--- config.mk ---
export PLATFORM = sky130hd
export DESIGN_NAME = io_exp_decoder
export DESIGN_NICKNAME = d
export VERILOG_FILES = /design/src/rtl/io_exp_pkg.sv /design/src/rtl/io_exp_addr_dec.sv /design/src/rtl/io_exp_wr_regs.sv /design/src/rtl/io_exp_rd_path.sv /design/src/rtl/io_exp_decoder.sv
export SDC_FILE = /design/constraint.sdc
export NUM_CORES = 1
export LEC_CHECK = 0
export ABC_AREA = 1
export BUFFER_PORTS_ARGS = -buffer_cell sky130_fd_sc_hd__buf_4
export CAP_MARGIN = 25
export CORE_ASPECT_RATIO = 1.1
export CORE_UTILIZATION = 50
export CTS_BUF_LIST = sky130_fd_sc_hd__clkbuf_8
export CTS_CLUSTER_SIZE = 12
export DETAILED_ROUTE_END_ITERATION = 10
export PLACE_DENSITY = 0.84
export SYNTH_ARGS = -nofsm -noshare
export SYNTH_HDL_FRONTEND = slang
export SYNTH_SLANG_ARGS = --single-unit
--- constraint.sdc ---
create_clock -name clk_i -period 1.02 [get_ports clk_i]
set_input_delay 0.153 -clock clk_i [delete_from_list [all_inputs] [get_ports clk_i]]
set_output_delay 0.153 -clock clk_i [all_outputs]
set_load 0.1 [all_outputs]
--- src/rtl/io_exp_pkg.sv ---
package io_exp_pkg;
  typedef enum logic [3:0] {
    RGN_USB_DATA = 4'h8,
    RGN_USB_STAT = 4'h9,
    RGN_PIN_SEL  = 4'hA,
    RGN_DOUT     = 4'hC,
    RGN_WD_KICK  = 4'hE
  } rgn_e;

  typedef struct packed {
    logic usb_data;
    logic usb_stat;
    logic pin_sel;
    logic dout;
    logic wd_kick;
  } sel_t;
endpackage

--- src/rtl/io_exp_addr_dec.sv ---
module io_exp_addr_dec
  import io_exp_pkg::*;
#(
  parameter int AW = 16
) (
  input  logic [AW-1:0] addr_i,
  output sel_t          sel_o
);
  localparam int RGN_LSB = AW - 4;

  logic [3:0] rgn;
  assign rgn = addr_i[AW-1:RGN_LSB];

  always_comb begin
    sel_o = '0;
    unique case (rgn)
      RGN_USB_DATA: sel_o.usb_data = 1'b1;
      RGN_USB_STAT: sel_o.usb_stat = 1'b1;
      RGN_PIN_SEL:  sel_o.pin_sel  = 1'b1;
      RGN_DOUT:     sel_o.dout     = 1'b1;
      RGN_WD_KICK:  sel_o.wd_kick  = 1'b1;
      default:      sel_o = '0;
    endcase
  end


  always_comb sel_onehot_chk: assert ($onehot0(sel_o));
endmodule

--- src/rtl/io_exp_wr_regs.sv ---
module io_exp_wr_regs
  import io_exp_pkg::*;
#(
  parameter int          DW       = 16,
  parameter int          USB_W    = 8,
  parameter int          SEL_W    = 8,
  parameter logic [DW-1:0] DOUT_RST = '1
) (
  input  logic             clk_i,
  input  logic             rst_ni,
  input  logic             wr_i,
  input  sel_t             sel_i,
  input  logic [DW-1:0]    wdata_i,
  output logic [USB_W-1:0] usb_wdata_o,
  output logic             usb_wr_o,
  output logic [SEL_W-1:0] pin_sel_o,
  output logic [DW-1:0]    dout_o,
  output logic             wd_kick_o
);
  logic wr_usb, wr_sel, wr_dout, wr_kick;
  assign wr_usb  = wr_i & sel_i.usb_data;
  assign wr_sel  = wr_i & sel_i.pin_sel;
  assign wr_dout = wr_i & sel_i.dout;
  assign wr_kick = wr_i & sel_i.wd_kick;

  always_ff @(posedge clk_i or negedge rst_ni) begin
    if (!rst_ni) begin
      usb_wdata_o <= '0;
      usb_wr_o    <= 1'b0;
    end else begin
      usb_wr_o <= wr_usb;
      if (wr_usb) usb_wdata_o <= wdata_i[USB_W-1:0];
    end
  end

  always_ff @(posedge clk_i or negedge rst_ni) begin
    if (!rst_ni)     pin_sel_o <= '0;
    else if (wr_sel) pin_sel_o <= wdata_i[SEL_W-1:0];
  end

  always_ff @(posedge clk_i or negedge rst_ni) begin
    if (!rst_ni)      dout_o <= DOUT_RST;
    else if (wr_dout) dout_o <= wdata_i;
  end

  // data bits deliberately unused for the kick
  always_ff @(posedge clk_i or negedge rst_ni) begin
    if (!rst_ni) wd_kick_o <= 1'b0;
    else         wd_kick_o <= wr_kick;
  end


  usb_wr_pulse_chk: assert property (@(posedge clk_i) disable iff (!rst_ni)
    usb_wr_o |=> !usb_wr_o);

  usb_wr_cause_chk: assert property (@(posedge clk_i) disable iff (!rst_ni)
    usb_wr_o |-> $past(wr_i));

  wd_kick_pulse_chk: assert property (@(posedge clk_i) disable iff (!rst_ni)
    wd_kick_o |=> !wd_kick_o);

  kick_keeps_regs_chk: assert property (@(posedge clk_i) disable iff (!rst_ni)
    wd_kick_o |-> $stable(dout_o) && $stable(pin_sel_o));

  dout_idle_chk: assert property (@(posedge clk_i) disable iff (!rst_ni)
    !$past(wr_i) |-> $stable(dout_o) && $stable(pin_sel_o));
endmodule

--- src/rtl/io_exp_rd_path.sv ---
module io_exp_rd_path
  import io_exp_pkg::*;
#(
  parameter int DW    = 16,
  parameter int USB_W = 8
) (
  input  logic             clk_i,
  input  logic             rst_ni,
  input  logic             rd_i,
  input  sel_t             sel_i,
  input  logic [USB_W-1:0] usb_data_i,
  input  logic [2:0]       stat_ni,
  output logic [DW-1:0]    rdata_o,
  output logic             usb_rd_o
);
  localparam int STAT_LSB = DW - 4;

  logic [DW-1:0] rd_mux;

  always_comb begin
    rd_mux = '0;
    if (sel_i.usb_data)      rd_mux[USB_W-1:0] = usb_data_i;
    else if (sel_i.usb_stat) rd_mux[STAT_LSB +: 3] = stat_ni;
  end

  always_ff @(posedge clk_i or negedge rst_ni) begin
    if (!rst_ni) begin
      rdata_o  <= '0;
      usb_rd_o <= 1'b0;
    end else begin
      usb_rd_o <= rd_i & sel_i.usb_data;
      if (rd_i) rdata_o <= rd_mux;
    end
  end


  usb_rd_pulse_chk: assert property (@(posedge clk_i) disable iff (!rst_ni)
    usb_rd_o |=> !usb_rd_o);

  usb_rd_cause_chk: assert property (@(posedge clk_i) disable iff (!rst_ni)
    usb_rd_o |-> $past(rd_i));

  rdata_hold_chk: assert property (@(posedge clk_i) disable iff (!rst_ni)
    !$past(rd_i) |-> $stable(rdata_o));

  stat_top_zero_chk: assert property (@(posedge clk_i) disable iff (!rst_ni)
    !rdata_o[DW-1]);
endmodule

--- src/rtl/io_exp_decoder.sv ---
module io_exp_decoder
  import io_exp_pkg::*;
#(
  parameter int            DW       = 16,
  parameter int            AW       = 16,
  parameter int            USB_W    = 8,
  parameter int            SEL_W    = 8,
  parameter logic [DW-1:0] DOUT_RST = '1
) (
  input  logic             clk_i,
  input  logic             rst_ni,
  input  logic             bus_rd_i,
  input  logic             bus_wr_i,
  input  logic [AW-1:0]    bus_addr_i,
  input  logic [DW-1:0]    bus_wdata_i,
  output logic [DW-1:0]    bus_rdata_o,
  input  logic [USB_W-1:0] usb_data_i,
  output logic [USB_W-1:0] usb_wdata_o,
  output logic             usb_rd_o,
  output logic             usb_wr_o,
  input  logic             usb_pwr_ni,
  input  logic             usb_txe_ni,
  input  logic             usb_rxf_ni,
  output logic [SEL_W-1:0] pin_sel_o,
  output logic [DW-1:0]    dout_o,
  output logic             wd_kick_o
);
  sel_t sel;

  io_exp_addr_dec #(.AW(AW)) u_dec (
    .addr_i (bus_addr_i),
    .sel_o  (sel)
  );

  io_exp_wr_regs #(
    .DW(DW), .USB_W(USB_W), .SEL_W(SEL_W), .DOUT_RST(DOUT_RST)
  ) u_wr (
    .clk_i       (clk_i),
    .rst_ni      (rst_ni),
    .wr_i        (bus_wr_i),
    .sel_i       (sel),
    .wdata_i     (bus_wdata_i),
    .usb_wdata_o (usb_wdata_o),
    .usb_wr_o    (usb_wr_o),
    .pin_sel_o   (pin_sel_o),
    .dout_o      (dout_o),
    .wd_kick_o   (wd_kick_o)
  );

  io_exp_rd_path #(.DW(DW), .USB_W(USB_W)) u_rd (
    .clk_i      (clk_i),
    .rst_ni     (rst_ni),
    .rd_i       (bus_rd_i),
    .sel_i      (sel),
    .usb_data_i (usb_data_i),
    .stat_ni    ({usb_pwr_ni, usb_txe_ni, usb_rxf_ni}),
    .rdata_o    (bus_rdata_o),
    .usb_rd_o   (usb_rd_o)
  );

  // R7 (host never reads and writes together)
  strobe_excl_chk: assert property (@(posedge clk_i) disable iff (!rst_ni)
    $onehot0({usb_rd_o, usb_wr_o, wd_kick_o}));
endmodule

# Yosys cells after proc, flatten, opt, wreduce, memory -nomap -nowiden
# Cells that the tools add are included.
# totals
output_inout_bits,51
inputBits,47
wordCells,25
reg_bits,46
# classes
n_mux,8
eq_ne,5
bitwise_logic,5
# op_table
op,count
$eq 4x4->1 const B,5
$mux 8,1
$mux 3,2
$and 1x1->1,5
$mux 1,5

# Logic depth before layout (Yosys ltp)
# logic_depth
ltp_word,4
ltp_mapped,6
mapped_depth_nobuf,5

# Modules after synthesis
# From an unflattened synthesis, not the netlist that was laid out.
# unflattened
cells_unflattened,221
area_unflattened_um2,1954.4
# by_module_without_submodules
module,area_each_um2,cells_each,instances,seq_area_each_um2
io_exp_wr_regs,1381.3,145,1,870.8
io_exp_rd_path,519.2,63,1,300.3
io_exp_addr_dec,53.8,13,1,0.0

# Worst setup path after synthesis
# OpenSTA, ideal clock, no wires.
# synth_timing
path_type,reg2reg
startpoint,register u_rd.rdata_o[0] (netlist name)
endpoint,register u_rd.rdata_o[0]
path_buffers,0
arrival_time_ns,1.088
synth_period_minus_slack_ns,1.156
path_stages_with_launch,3
required_time_ns,0.952
setup_time_ns,0.068
setup_slack_ns,-0.136
cell_sequence,dfrtp_1 nand2_1 nand2_1
# synth_rtl
element,line_no,text
"end signal, assigned",io_exp_rd_path.sv:32,if (rd_i) rdata_o <= rd_mux;
"end, declared",io_exp_rd_path.sv:13,"output logic [DW-1:0] rdata_o,"

# Final worst setup path
# layout_timing
startpoint,register u_wr.dout_o[0]
endpoint,output dout_o[0]
# layout_rtl
element,line_no,text
"start, declared",io_exp_wr_regs.sv:17,"output logic [DW-1:0] dout_o,"
"start signal, assigned",io_exp_wr_regs.sv:43,else if (wr_dout) dout_o <= wdata_i;
"end, declared",io_exp_decoder.sv:25,"output logic [DW-1:0] dout_o,"
# No word-level cell between the ends.

==> impl_metrics.toml <==
[status]
status = "complete, but fails checks"
failed_checks = "negative setup slack"

[detailed_routing]
routed_wl_um = 7560
dr.pass1.iters = 4
avgRoutedWirePerCell_um = 21.2
viasPerCell = 5.68
via_count = 2026
drtIter0Drc = 144
drc = 0
ant_nets = 0

[setup_path]
rrSetupSlack_ps = 100
critical_path.top_delay_family = "flip-flops"
cp_cell_sequence = "buf_12"
startpoint_type = "register"
critPathMaxStageDelay_ps = 650
reg2reg_depth = 2
r2r_start = "u_wr.dout_o[0]$_DFFE_PN1P_"
r2r_end = "u_wr.dout_o[0]$_DFFE_PN1P_"
cp-end-kind = "output port"
crit_start = "u_wr.dout_o[0]$_DFFE_PN1P_"
path_max_fanout = 2
path_class = "reg -> out"
crit_buf_inv = 1
slowest_stage = "dfstp_4"
crit_arrival_ps = 1130
critPathRequiredTime_ps = 870

[min_path]
min_from = "bus_wdata_i[10]"
hold_end = "u_wr.dout_o[10]$_DFFE_PN1P_"
hp-class = "in -> reg"
whs_path_depth = 3

[placed_design]
dpl-instance-area_sq_um = 2730
dpl.hpwl_um = 3320
numPortBuffers = 80
gp_congestion = 0.743
placed_cells = 344

[floorplanning]
pin_count = 98
die_w_um = 61.4
start_util_pct = 52.8
die_h_um = 67.4
rows = 23
design.core.area_sq_um = 3680
die-area_sq_um = 4140

[layout]
area_delta_synth_final_pct = 74.8
fillers = 123
post-route-util_pct = 92.2
fin_nets = 353
layout-drive-gt1-share_pct = 49.8
fin_cells = 357
design_area_sq_um = 3400
n_antenna_cell = 0

[global_routing]
grt_usage_pct = 29.7
grt_max_degree = 22
grtUsageMet1_pct = 32.0
met3_usage_pct = 8.43
grt.busiest_layer = "met2"
grtUsageMet2_pct = 53.1
grt_pass1_wl_um = 8650
grt_pass1_vias = 1861
antenna_found_initial = 0
grt-ovfl-total = 0

[sta]
fin_crit_sh_pct = 126
post-route-min-period_ps = 1280
holdWs_ps = 73.1
rsz0062_at_grt = "true"
worst_clock_skew_ps = 0
fmax_mhz = 780
drv_slew = 0
setup_ws_ps = -262
setup_viol = 46
finalHoldViolations = 0

[clock_tree]
root_buffer = "clkbuf_8"
cts_tree = "built"
clock_latency_ps = 300
numCtsBuffers = 5
ctsLongestPathBuffers = 2
clock_sinks = 46
htree_levels = 2
clk_pin_slew_worst_paths_ps = 80

[power_and_ir_drop]
irDropWorstVdd_mv = 1.77
p_leak_nw = 1.66
pwr_density_cell_nw_per_um2 = 2260

[synth]
synth.distinct_cells = 17
ys_seq_area_share_pct = 60.3
syn_area_per_cell_sq_um = 9.12
netlist.area_leader.share_pct = 38.6
yosysWarnings = 0
netlist_instances = 213
synth_top_area_cell = "dfrtp_1"
ys_top_cells_by_area = "dfrtp_1 39%, dfstp_2 22%, nand2_1 21%"
synth-seq-cells = 46
syn_area_sq_um = 1940

[job]
max-cap-violations = 0
-- sequential cells by signal, summed over array words and instances, names as in the netlist --
name,cells
u_wr.wd_kick_o,1
u_wr.dout_o,16
u_wr.usb_wdata_o,8
u_rd.rdata_o,11
u_wr.usb_wr_o,1
u_rd.usb_rd_o,1
u_wr.pin_sel_o,8
-- synthesized netlist by cell type --
cell and number:
nand2_1 107, dfrtp_1 30, dfstp_2 16, nand3_1 16
nand4_1 8, buf_4 6, inv_1 6, nand2_2 4
nor2_1 4, nor2_4 4, buf_6 3, nand3b_1 3
clkbuf_1 2, buf_2 1, conb_1 1, nand3_2 1
nor3_1 1
-- cells by family (layout without fill, tap and decap cells) --
group	Yosys count	count (layout)	share of synthesized area [%]
simple gates	148	148	33.7
flops	46	46	60.3
buf+inv	18	108	5.86
other cells	1	5	0.193
-- layout by cell type (no fill, tap or decap), drive strengths merged --
master	synthesis	final
nand4	8	8
dfstp	16	16
nand3b	3	3
inv	6	6
nand2	111	111
clkbuf	2	5
clkinv	0	3
nor3	1	1
conb	1	5
dfrtp	30	30
nand3	17	17
dlygate4sd3	0	1
buf	10	93
nor2	8	8
-- layer usage --
metal	share of wire, %	up-vias	routed length [um]
li1	-	842	-
met4	4.3	0	327
met3	7.9	41	599
met2	53	151	4000
met5	0	-	0
met1	35	992	2640
-- power by group --
| group | internal, mW | switching, mW |
|---|---|---|
| Combinational | 1.30 | 2.66 |
| Clock | 0.459 | 0.612 |
| Sequential | 2.31 | 0.337 |
-- per-stage QoR --
stage               setup WS, ps  TNS, ps  power (mW)
CTS                         -246    -4870        7.27
detailed placement         -11.8     -101        5.57
finish                      -262    -5240        7.67
global route                -278    -6000        7.85
global placement           -10.3    -78.4        5.53
floorplan                   57.8        0        4.90
-- final cells by class --
type / count / area (sq um) / share of cell area, %
clock inverters: 3 / 11.3 / 0.331
clock buffers: 5 / 68.8 / 2.03
flip-flops and latches: 46 / 1270 / 37.3
repair buffers: 94 / 1290 / 38.0
well taps: 50 / 62.6 / 1.84
inverters: 6 / 22.5 / 0.663
multi-input cells: 153 / 673 / 19.8
-- how the worst max path moves through the flow --
stage               slack, ps                    endpoint  cells past startpoint
CTS                      -250                  dout_o[10]                      1
finish                   -260                   dout_o[0]                      1
global placement          -10                   dout_o[0]                      1
detailed placement        -10                  dout_o[10]                      1
floorplan                  60  u_wr.dout_o[2]$_DFFE_PN1P_                      2
global route             -280                   dout_o[0]                      1
-- worst reg2reg max path, stage by stage (launching register included) --
cell and delay [ps]:
dfstp_4 650, nand2_1 80, nand2_1 130
-- timing repair --
item | 4_1_cts | 5_1_grt
gates resized for setup | 100 | 31
hold buffers | 1 | 0
buffers inserted | 2 | 2
endpoints found under the setup margin | 46 | 46
pin swaps | 0 | 0
endpoints found under the hold margin | 18 | 0
(Power assumes the default switching activity.)
